### src/rtl/dsp_slice_pkg.sv
package dsp_slice_pkg;
    localparam int LANES = 4;

    typedef enum logic [1:0] {
        MODE_SUM   = 2'd0,
        MODE_INDEP = 2'd1,
        MODE_MAC   = 2'd2,
        MODE_ALT   = 2'd3
    } slice_mode_e;
endpackage

### src/rtl/dsp_tap_bank.sv
module dsp_tap_bank #(
    parameter int W = 18,
    parameter int N = 4
) (
    input  logic           clk,
    input  logic           rst_n,
    input  logic           en,
    input  logic           chain_sel,
    input  logic [N*W-1:0] par_in,
    input  logic [W-1:0]   shift_in,
    output logic [N*W-1:0] taps,
    output logic [W-1:0]   casc_out
);
    logic [W-1:0] stage [N];

    for (genvar i = 0; i < N; i++) begin : g_tap
        logic [W-1:0] chain_src;
        if (i == 0) begin : g_head
            assign chain_src = shift_in;
        end else begin : g_link
            assign chain_src = stage[i-1];
        end

        always_ff @(posedge clk) begin
            if (!rst_n)
                stage[i] <= '0;
            else if (en)
                stage[i] <= chain_sel ? chain_src : par_in[i*W +: W];
        end

        assign taps[i*W +: W] = stage[i];
    end

    assign casc_out = stage[N-1];
endmodule

### src/rtl/dsp_mult_stage.sv
module dsp_mult_stage #(
    parameter int W = 18,
    parameter int N = 4
) (
    input  logic             clk,
    input  logic             rst_n,
    input  logic             en,
    input  logic             pipe_en,
    input  logic [N*W-1:0]   a_flat,
    input  logic [N*W-1:0]   b_flat,
    input  logic             vld_in,
    input  logic             clr_in,
    output logic [N*2*W-1:0] prod_flat,
    output logic             vld_out,
    output logic             clr_out
);
    localparam int PW = 2 * W;

    logic [N*PW-1:0] raw;
    logic [N*PW-1:0] raw_q;
    logic            vld_q;
    logic            clr_q;

    for (genvar i = 0; i < N; i++) begin : g_mul
        logic signed [W-1:0]  op_a;
        logic signed [W-1:0]  op_b;
        logic signed [PW-1:0] pr;
        assign op_a = a_flat[i*W +: W];
        assign op_b = b_flat[i*W +: W];
        assign pr   = PW'(op_a) * PW'(op_b);
        assign raw[i*PW +: PW] = pr;
    end

    always_ff @(posedge clk) begin
        if (!rst_n) begin
            raw_q <= '0;
            vld_q <= 1'b0;
            clr_q <= 1'b0;
        end else if (en) begin
            raw_q <= raw;
            vld_q <= vld_in;
            clr_q <= clr_in;
        end
    end

    assign prod_flat = pipe_en ? raw_q : raw;
    assign vld_out   = pipe_en ? vld_q : vld_in;
    assign clr_out   = pipe_en ? clr_q : clr_in;
endmodule

### src/rtl/dsp_adder_tree.sv
module dsp_adder_tree #(
    parameter int PW = 36,
    parameter int N  = 4
) (
    input  logic [N*PW-1:0]     prod_flat,
    output logic signed [PW+1:0] total
);
    localparam int HALF = N / 2;

    logic signed [PW:0] level1 [HALF];

    for (genvar j = 0; j < HALF; j++) begin : g_pair
        logic signed [PW-1:0] lo;
        logic signed [PW-1:0] hi;
        assign lo = prod_flat[(2*j)*PW +: PW];
        assign hi = prod_flat[(2*j+1)*PW +: PW];
        assign level1[j] = (PW+1)'(lo) + (PW+1)'(hi);
    end

    assign total = (PW+2)'(level1[0]) + (PW+2)'(level1[1]);
endmodule

### src/rtl/dsp_slice.sv
module dsp_slice
    import dsp_slice_pkg::*;
#(
    parameter int W     = 18,
    parameter int ACC_W = 48
) (
    input  logic                   clk,
    input  logic                   rst_n,
    input  logic                   en,
    input  logic                   clr,
    input  logic                   in_valid,
    input  logic                   pipe_en,
    input  logic                   data_chain_sel,
    input  logic                   coef_chain_sel,
    input  logic [1:0]             mode,
    input  logic [LANES*W-1:0]     data_in,
    input  logic [LANES*W-1:0]     coef_in,
    input  logic [W-1:0]           data_shift_in,
    input  logic [W-1:0]           coef_shift_in,
    output logic [W-1:0]           data_casc_out,
    output logic [W-1:0]           coef_casc_out,
    output logic [LANES*2*W-1:0]   prod_out,
    output logic [ACC_W-1:0]       result_out,
    output logic                   out_valid
);
    localparam int PW = 2 * W;
    localparam int SW = PW + 2;

    logic [LANES*W-1:0]  data_tap_q;
    logic [LANES*W-1:0]  coef_tap_q;
    logic                vin_q;
    logic                cin_q;
    logic [LANES*PW-1:0] prod_s;
    logic                vld_s;
    logic                clr_s;
    logic signed [SW-1:0] total;
    logic [ACC_W-1:0]    total_ext;
    logic [ACC_W-1:0]    acc_q;
    logic [ACC_W-1:0]    acc_next;
    logic [ACC_W-1:0]    result_next;
    slice_mode_e         mode_e;

    dsp_tap_bank #(.W(W), .N(LANES)) u_data_bank (
        .clk(clk), .rst_n(rst_n), .en(en), .chain_sel(data_chain_sel),
        .par_in(data_in), .shift_in(data_shift_in),
        .taps(data_tap_q), .casc_out(data_casc_out)
    );

    dsp_tap_bank #(.W(W), .N(LANES)) u_coef_bank (
        .clk(clk), .rst_n(rst_n), .en(en), .chain_sel(coef_chain_sel),
        .par_in(coef_in), .shift_in(coef_shift_in),
        .taps(coef_tap_q), .casc_out(coef_casc_out)
    );

    // Sample tags travel alongside the operands.
    always_ff @(posedge clk) begin
        if (!rst_n) begin
            vin_q <= 1'b0;
            cin_q <= 1'b0;
        end else if (en) begin
            vin_q <= in_valid;
            cin_q <= clr & in_valid;
        end
    end

    dsp_mult_stage #(.W(W), .N(LANES)) u_mult (
        .clk(clk), .rst_n(rst_n), .en(en), .pipe_en(pipe_en),
        .a_flat(data_tap_q), .b_flat(coef_tap_q),
        .vld_in(vin_q), .clr_in(cin_q),
        .prod_flat(prod_s), .vld_out(vld_s), .clr_out(clr_s)
    );

    dsp_adder_tree #(.PW(PW), .N(LANES)) u_tree (
        .prod_flat(prod_s), .total(total)
    );

    assign total_ext = ACC_W'(total);
    assign mode_e    = slice_mode_e'(mode);

    always_comb begin
        acc_next = acc_q;
        if (vld_s)
            acc_next = clr_s ? total_ext : acc_q + total_ext;
    end

    always_comb begin
        unique case (mode_e)
            MODE_SUM,
            MODE_ALT:   result_next = total_ext;
            MODE_INDEP: result_next = '0;
            MODE_MAC:   result_next = acc_next;
        endcase
    end

    always_ff @(posedge clk) begin
        if (!rst_n) begin
            acc_q      <= '0;
            result_out <= '0;
            prod_out   <= '0;
            out_valid  <= 1'b0;
        end else if (en) begin
            if (mode_e == MODE_MAC)
                acc_q <= acc_next;
            result_out <= result_next;
            prod_out   <= prod_s;
            out_valid  <= vld_s;
        end
    end
endmodule

### config.mk
export PLATFORM = sky130hd
export DESIGN_NAME = dsp_slice
export DESIGN_NICKNAME = d
export VERILOG_FILES = /design/src/rtl/dsp_slice_pkg.sv /design/src/rtl/dsp_tap_bank.sv /design/src/rtl/dsp_mult_stage.sv /design/src/rtl/dsp_adder_tree.sv /design/src/rtl/dsp_slice.sv
export SDC_FILE = /design/constraint.sdc
export NUM_CORES = 2
export LEC_CHECK = 0
export ABC_AREA = 1
export BUFFER_PORTS_ARGS = -buffer_cell sky130_fd_sc_hd__buf_2
export CAP_MARGIN = 20
export CORE_MARGIN = 3
export CORE_UTILIZATION = 25
export DETAILED_ROUTE_END_ITERATION = 16
export HOLD_SLACK_MARGIN = 0.05
export MAX_ROUTING_LAYER = met4
export PLACE_DENSITY = 0.36
export SYNTH_ARGS = -nofsm -noshare
export SYNTH_HDL_FRONTEND = slang
export SYNTH_SLANG_ARGS = --single-unit
### constraint.sdc
create_clock -name clk -period 10.8 [get_ports clk]
set_clock_uncertainty 0.2 [all_clocks]
set_input_delay 0.54 -clock clk [delete_from_list [all_inputs] [get_ports clk]]
set_output_delay 0.54 -clock clk [all_outputs]
set_load 0.005 [all_outputs]
Word-level counts from Yosys, hierarchy flattened
Memory sizes are Yosys's and may differ from the RTL's.
Cells that the tools add are included.
{"block": "word_totals", "output_inout_bits": 229, "elab_cells": 60, "romBits": 0, "register_bits": 389, "n_memories": 2, "ramBits": 144, "latchBits": 0, "inputBits": 190}
{"name": "u_coef_bank.stage", "depth": 4, "width": 18, "read_ports": 4, "rd_clocked_by_memory_dff": 0, "write_ports": 4, "line_no": "dsp_tap_bank.sv:14", "source": "logic [W-1:0] stage [N];"}
{"name": "u_data_bank.stage", "depth": 4, "width": 18, "read_ports": 4, "rd_clocked_by_memory_dff": 0, "write_ports": 4, "line_no": "dsp_tap_bank.sv:14"}
{"block": "op_classes", "n_mux": 26, "n_div": 0, "multipliers": 4, "addsub": 4, "n_reduce_logical": 3, "shift": 0, "bitwise_logic": 9, "eq_ne": 3, "order_cmp": 0}
{"op": "$mux 18", "count": 16}
{"op": "$mul 18x18->36", "count": 4}
{"op": "$mux 144", "count": 1}
{"op": "$pmux 48 s3", "count": 1}
{"op": "$mux 48", "count": 2}
{"op": "$add 36x36->37", "count": 2}
{"op": "$add 48x48->48", "count": 1}
{"op": "$add 37x37->38", "count": 1}
{"op": "$or 1x1->1", "count": 8}
{"op": "$mux 1", "count": 6}
{"op": "$eq 2x2->1 const B", "count": 2}
{"op": "$eq 2x1->1 const B", "count": 1}
{"op": "$logic_not 2->1", "count": 1}
{"op": "$reduce_and 2->1", "count": 1}
{"op": "$reduce_or 2->1", "count": 1}
{"op": "$and 1x1->1", "count": 1}

Longest topological paths before layout
{"block": "depth", "ltp_word": 8, "depth_mapped": 64, "ltp_nobuf": 62}

Modules after synthesis
Synthesis repeated with hierarchy kept, for this count alone.
{"block": "hier_totals", "cells_unflattened": 12328, "hier_area_um2": 86520.5}
{"module": "dsp_mult_stage", "area_per_inst_um2": 60151.4, "seq_area_each_um2": 2922.8, "cells_per_inst": 8340, "n_inst": 1}
{"module": "dsp_slice", "area_per_inst_um2": 13930.9, "seq_area_each_um2": 4864.7, "cells_per_inst": 2246, "n_inst": 1}
{"module": "dsp_tap_bank", "area_per_inst_um2": 3824.9, "seq_area_each_um2": 2162.1, "cells_per_inst": 477, "n_inst": 2}
{"module": "dsp_adder_tree", "area_per_inst_um2": 4788.3, "seq_area_each_um2": 0.0, "cells_per_inst": 788, "n_inst": 1}

Worst setup path before layout
Ideal clock, no wire load.
{"block": "synth_path", "path_type": "register to register", "from": "memory u_data_bank.stage[1][17], in the netlist u_data_bank.stage[0][35]", "to": "register result_out[47]", "n_path_buf": 2, "synth_period_minus_slack_ps": 9756, "slack_ps": 1044, "path_stages_with_launch": 56, "required_time_ps": 10488, "setup_time_ps": 112, "arrival_time_ps": 9444, "path_cell_list": "edfxtp_1 clkbuf_1 clkbuf_1 nand2_1 fa_1 inv_1 fa_1 ha_1 inv_1 fa_1 inv_1 fa_1 inv_1 fa_1 inv_1 ha_1 a21o_1 o21bai_1 [... 20 more ...] ha_1 nand2_1 nor2_1 inv_1 nor2_1 nand2_1 nor2_1 nand2_1 nand3_1 nand2_1 inv_1 nor2_1 nand2_1 nand3_1 nand3_1 nand2_1 nand2_1 nand2_1"}
{"element": "start: declaration", "line_no": "dsp_tap_bank.sv:14"}
{"element": "end signal: assignment", "line_no": "dsp_slice.sv:104", "source": "result_out <= result_next;"}
{"element": "end: declaration", "line_no": "dsp_slice.sv:23", "source": "output logic [ACC_W-1:0] result_out,"}

==> results.json <==
{
  "firstDrtPassIters": 6,
  "crit_family": "adder cells",
  "fmax_ghz": 0.0953,
  "synth.distinct_cells": 57,
  "cp_common_cell": "nand2_1",
  "finalHoldViolations": 0,
  "die_area_sq_um": 329000,
  "layout_commonest_cell": "nand2_1",
  "synth_seq_cells": 533,
  "whs_ns": 0.0948,
  "worst_hold_path_type": "input port to flop",
  "multi_input_area_sq_um": 60400,
  "cp.required_ns": 11.32,
  "synth_edf_count": 144,
  "final_antenna_net_count": 0,
  "h-tree-depth": 3,
  "die_h_microns": 574,
  "drive_above_1_share": 0.239,
  "fin_crit_sh": 0.971,
  "path_clk_slew_ns": 0.05,
  "vias": 72100,
  "io_pins": 419,
  "netlist_area_sq_um": 80600,
  "wl_per_cell_microns": 20.8,
  "synth_flop_cell": "dfxtp_1",
  "core-area_sq_um": 320000,
  "grt_pass1_vias": 77100,
  "syn_avg_cell_area_sq_um": 7.58,
  "rsz0062_at_grt": "true",
  "drv_slew": 0,
  "clk_latency_ns": 0.85,
  "slew_headroom": 0.227,
  "fill_cells": 34200,
  "fin_nets": 14400,
  "cts_tree": "yes",
  "clk_path_buf_depth": 4,
  "finalSetupViolCount": 0,
  "yosysSeqAreaShare": 0.150,
  "synthArstFlopShare": 0,
  "place_congestion": 0.908,
  "period_minus_slack_ns": 10.49,
  "worstMarginPinSlew_ns": 1.15,
  "ys_warn_count": 0,
  "start_util": 0.252,
  "io_buffers": 418,
  "drc": 0,
  "crit_buf_inv": 17,
  "dp_hpwl_microns": 294000,
  "grt_use_total": 0.216,
  "grt-ovfl-total": 0,
  "grt_max_degree": 148,
  "maxCapViolCount": 0,
  "syn_nets": 12700,
  "dr.first_iter.drc_count": 3678,
  "viasPerCell": 4.32,
  "die_w_microns": 574,
  "clockRootBuffer": "clkbuf_16",
  "final_cell_mix": "nand2_1, inv_1, buf_4",
  "antenna_found_initial": 16,
  "worst-setup-path-type": "flop to flop",
  "end_kind": "flop",
  "finalWirelength_microns": 347000,
  "cpPeakStageDelay_ns": 0.64,
  "synthCells": 10600,
  "outcome": "finished, final reports clean",
  "ff_latch_area_sq_um": 12100,
  "critPathLaunchType": "flop",
  "cts_sinks": 533,
  "critPathSlowestCell": "fa_2",
  "area_growth_syn_to_layout_pct": 33.3,
  "fp-row-count": 207,
  "critical_path.max_fanout": 10,
  "grt_pass1_wl_microns": 518000,
  "worstPathArrival_ns": 11.01,
  "numCtsBuffers": 86
}
[synth_stat cells, types with 53 or more instances]
| cell type | count | area [sq um] |
|---|---|---|
| fa_1 | 1390 | 27800 |
| inv_1 | 2629 | 9870 |
| a21oi_1 | 415 | 2080 |
| xor2_1 | 69 | 604 |
| dfxtp_1 | 389 | 7790 |
| xnor2_1 | 72 | 631 |
| ha_1 | 459 | 5740 |
| nand2_1 | 3006 | 11300 |
| a22o_1 | 53 | 464 |
| clkbuf_1 | 386 | 1450 |
| nand3_1 | 252 | 1260 |
| edfxtp_1 | 144 | 4320 |
| o21ai_0 | 445 | 2230 |
| nor2_1 | 334 | 1250 |
| or2_2 | 73 | 457 |
[timing repair]
| action | CTS | global route |
|---|---|---|
| endpoints found under the setup margin | 59 | 68 |
| cloned | 1 | 1 |
| setup buffers | 25 | 59 |
| pin swaps | 25 | 162 |
| resized for setup | 202 | 799 |
| hold buffers | 151 | 0 |
| hold endpoints to repair | 115 | 0 |
[routing by layer]
metal	GRT usage	share of wire	up-vias
li1	-	-	34700
met5	-	0	-
met1	0.281	0.46	35800
met3	0.0160	0.030	293
met2	0.364	0.48	1282
met4	0.0575	0.033	0
[cells by family (layout without fill, tap and decap cells)]
logic type / after synthesis / after routing / share of synthesized area
compound gates: 1128 / 1128 / 0.0784
xor+xnor: 144 / 144 / 0.0159
fa+ha+maj: 1849 / 1849 / 0.416
buf+inv: 3153 / 4895 / 0.149
flops: 533 / 533 / 0.150
other cells: 0 / 11 / 0
simple gates: 3834 / 3834 / 0.190
[flip-flops by register name, summed over array words and instances (netlist names)]
register	cells
acc_q	48
cin_q	1
out_valid	1
prod_out	144
result_out	48
u_coef_bank.stage	72
u_data_bank.stage	72
u_mult.clr_q	1
u_mult.raw_q	144
u_mult.vld_q	1
vin_q	1
[cell type report]
type / instances / share of cell area
Timing Repair Buffer: 2111 / 0.157
Sequential cell: 533 / 0.113
Tap cell: 4284 / 0.0499
Multi-Input combinational cell: 6955 / 0.562
Inverter: 2636 / 0.0923
Antenna cell: 11 / 0.000256
Clock buffer: 108 / 0.0222
Clock inverter: 40 / 0.00369
[final timing paths]
kind	startpoint	to	slack, ns	cells past startpoint
worst min register to register	result_out[9]$_SDFFE_PN0P_	result_out[9]$_SDFFE_PN0P_	0.25	2
worst max-delay path	u_data_bank.stage[1][12]$_SDFFCE_PN0P_	result_out[43]$_SDFFE_PN0P_	0.31	56
worst min-delay path	in_valid	vin_q$_SDFFE_PN0P_	0.09	3
worst max register to register	u_data_bank.stage[1][12]$_SDFFCE_PN0P_	result_out[43]$_SDFFE_PN0P_	0.31	56
[tightest hold or removal path, stage by stage]
cell and delay [ns]:
buf_2 0.10, nand2_1 0.24, o21ai_0 0.15
[per-stage QoR]
| stage | TNS, ns | util | instance area, sq um | worst slack (ns) | instances |
|---|---|---|---|---|---|
| floorplan | 0 | - | 80600 | 1.04 | 10600 |
| global placement | -38.06 | 0.308 | 98300 | -1.03 | 16300 |
| detailed placement | -33.53 | 0.308 | 98300 | -0.899 | 16300 |
| CTS | -0.00557 | 0.324 | 104000 | -0.00557 | 16600 |
| global route | -2.48 | 0.336 | 107000 | -0.202 | 16700 |
| finish | 0 | 0.336 | 107000 | 0.310 | 16700 |
Power is left out: the tool's default activity adds up to more than one toggle a clock period on the data nets, which glitch-free logic cannot reach.
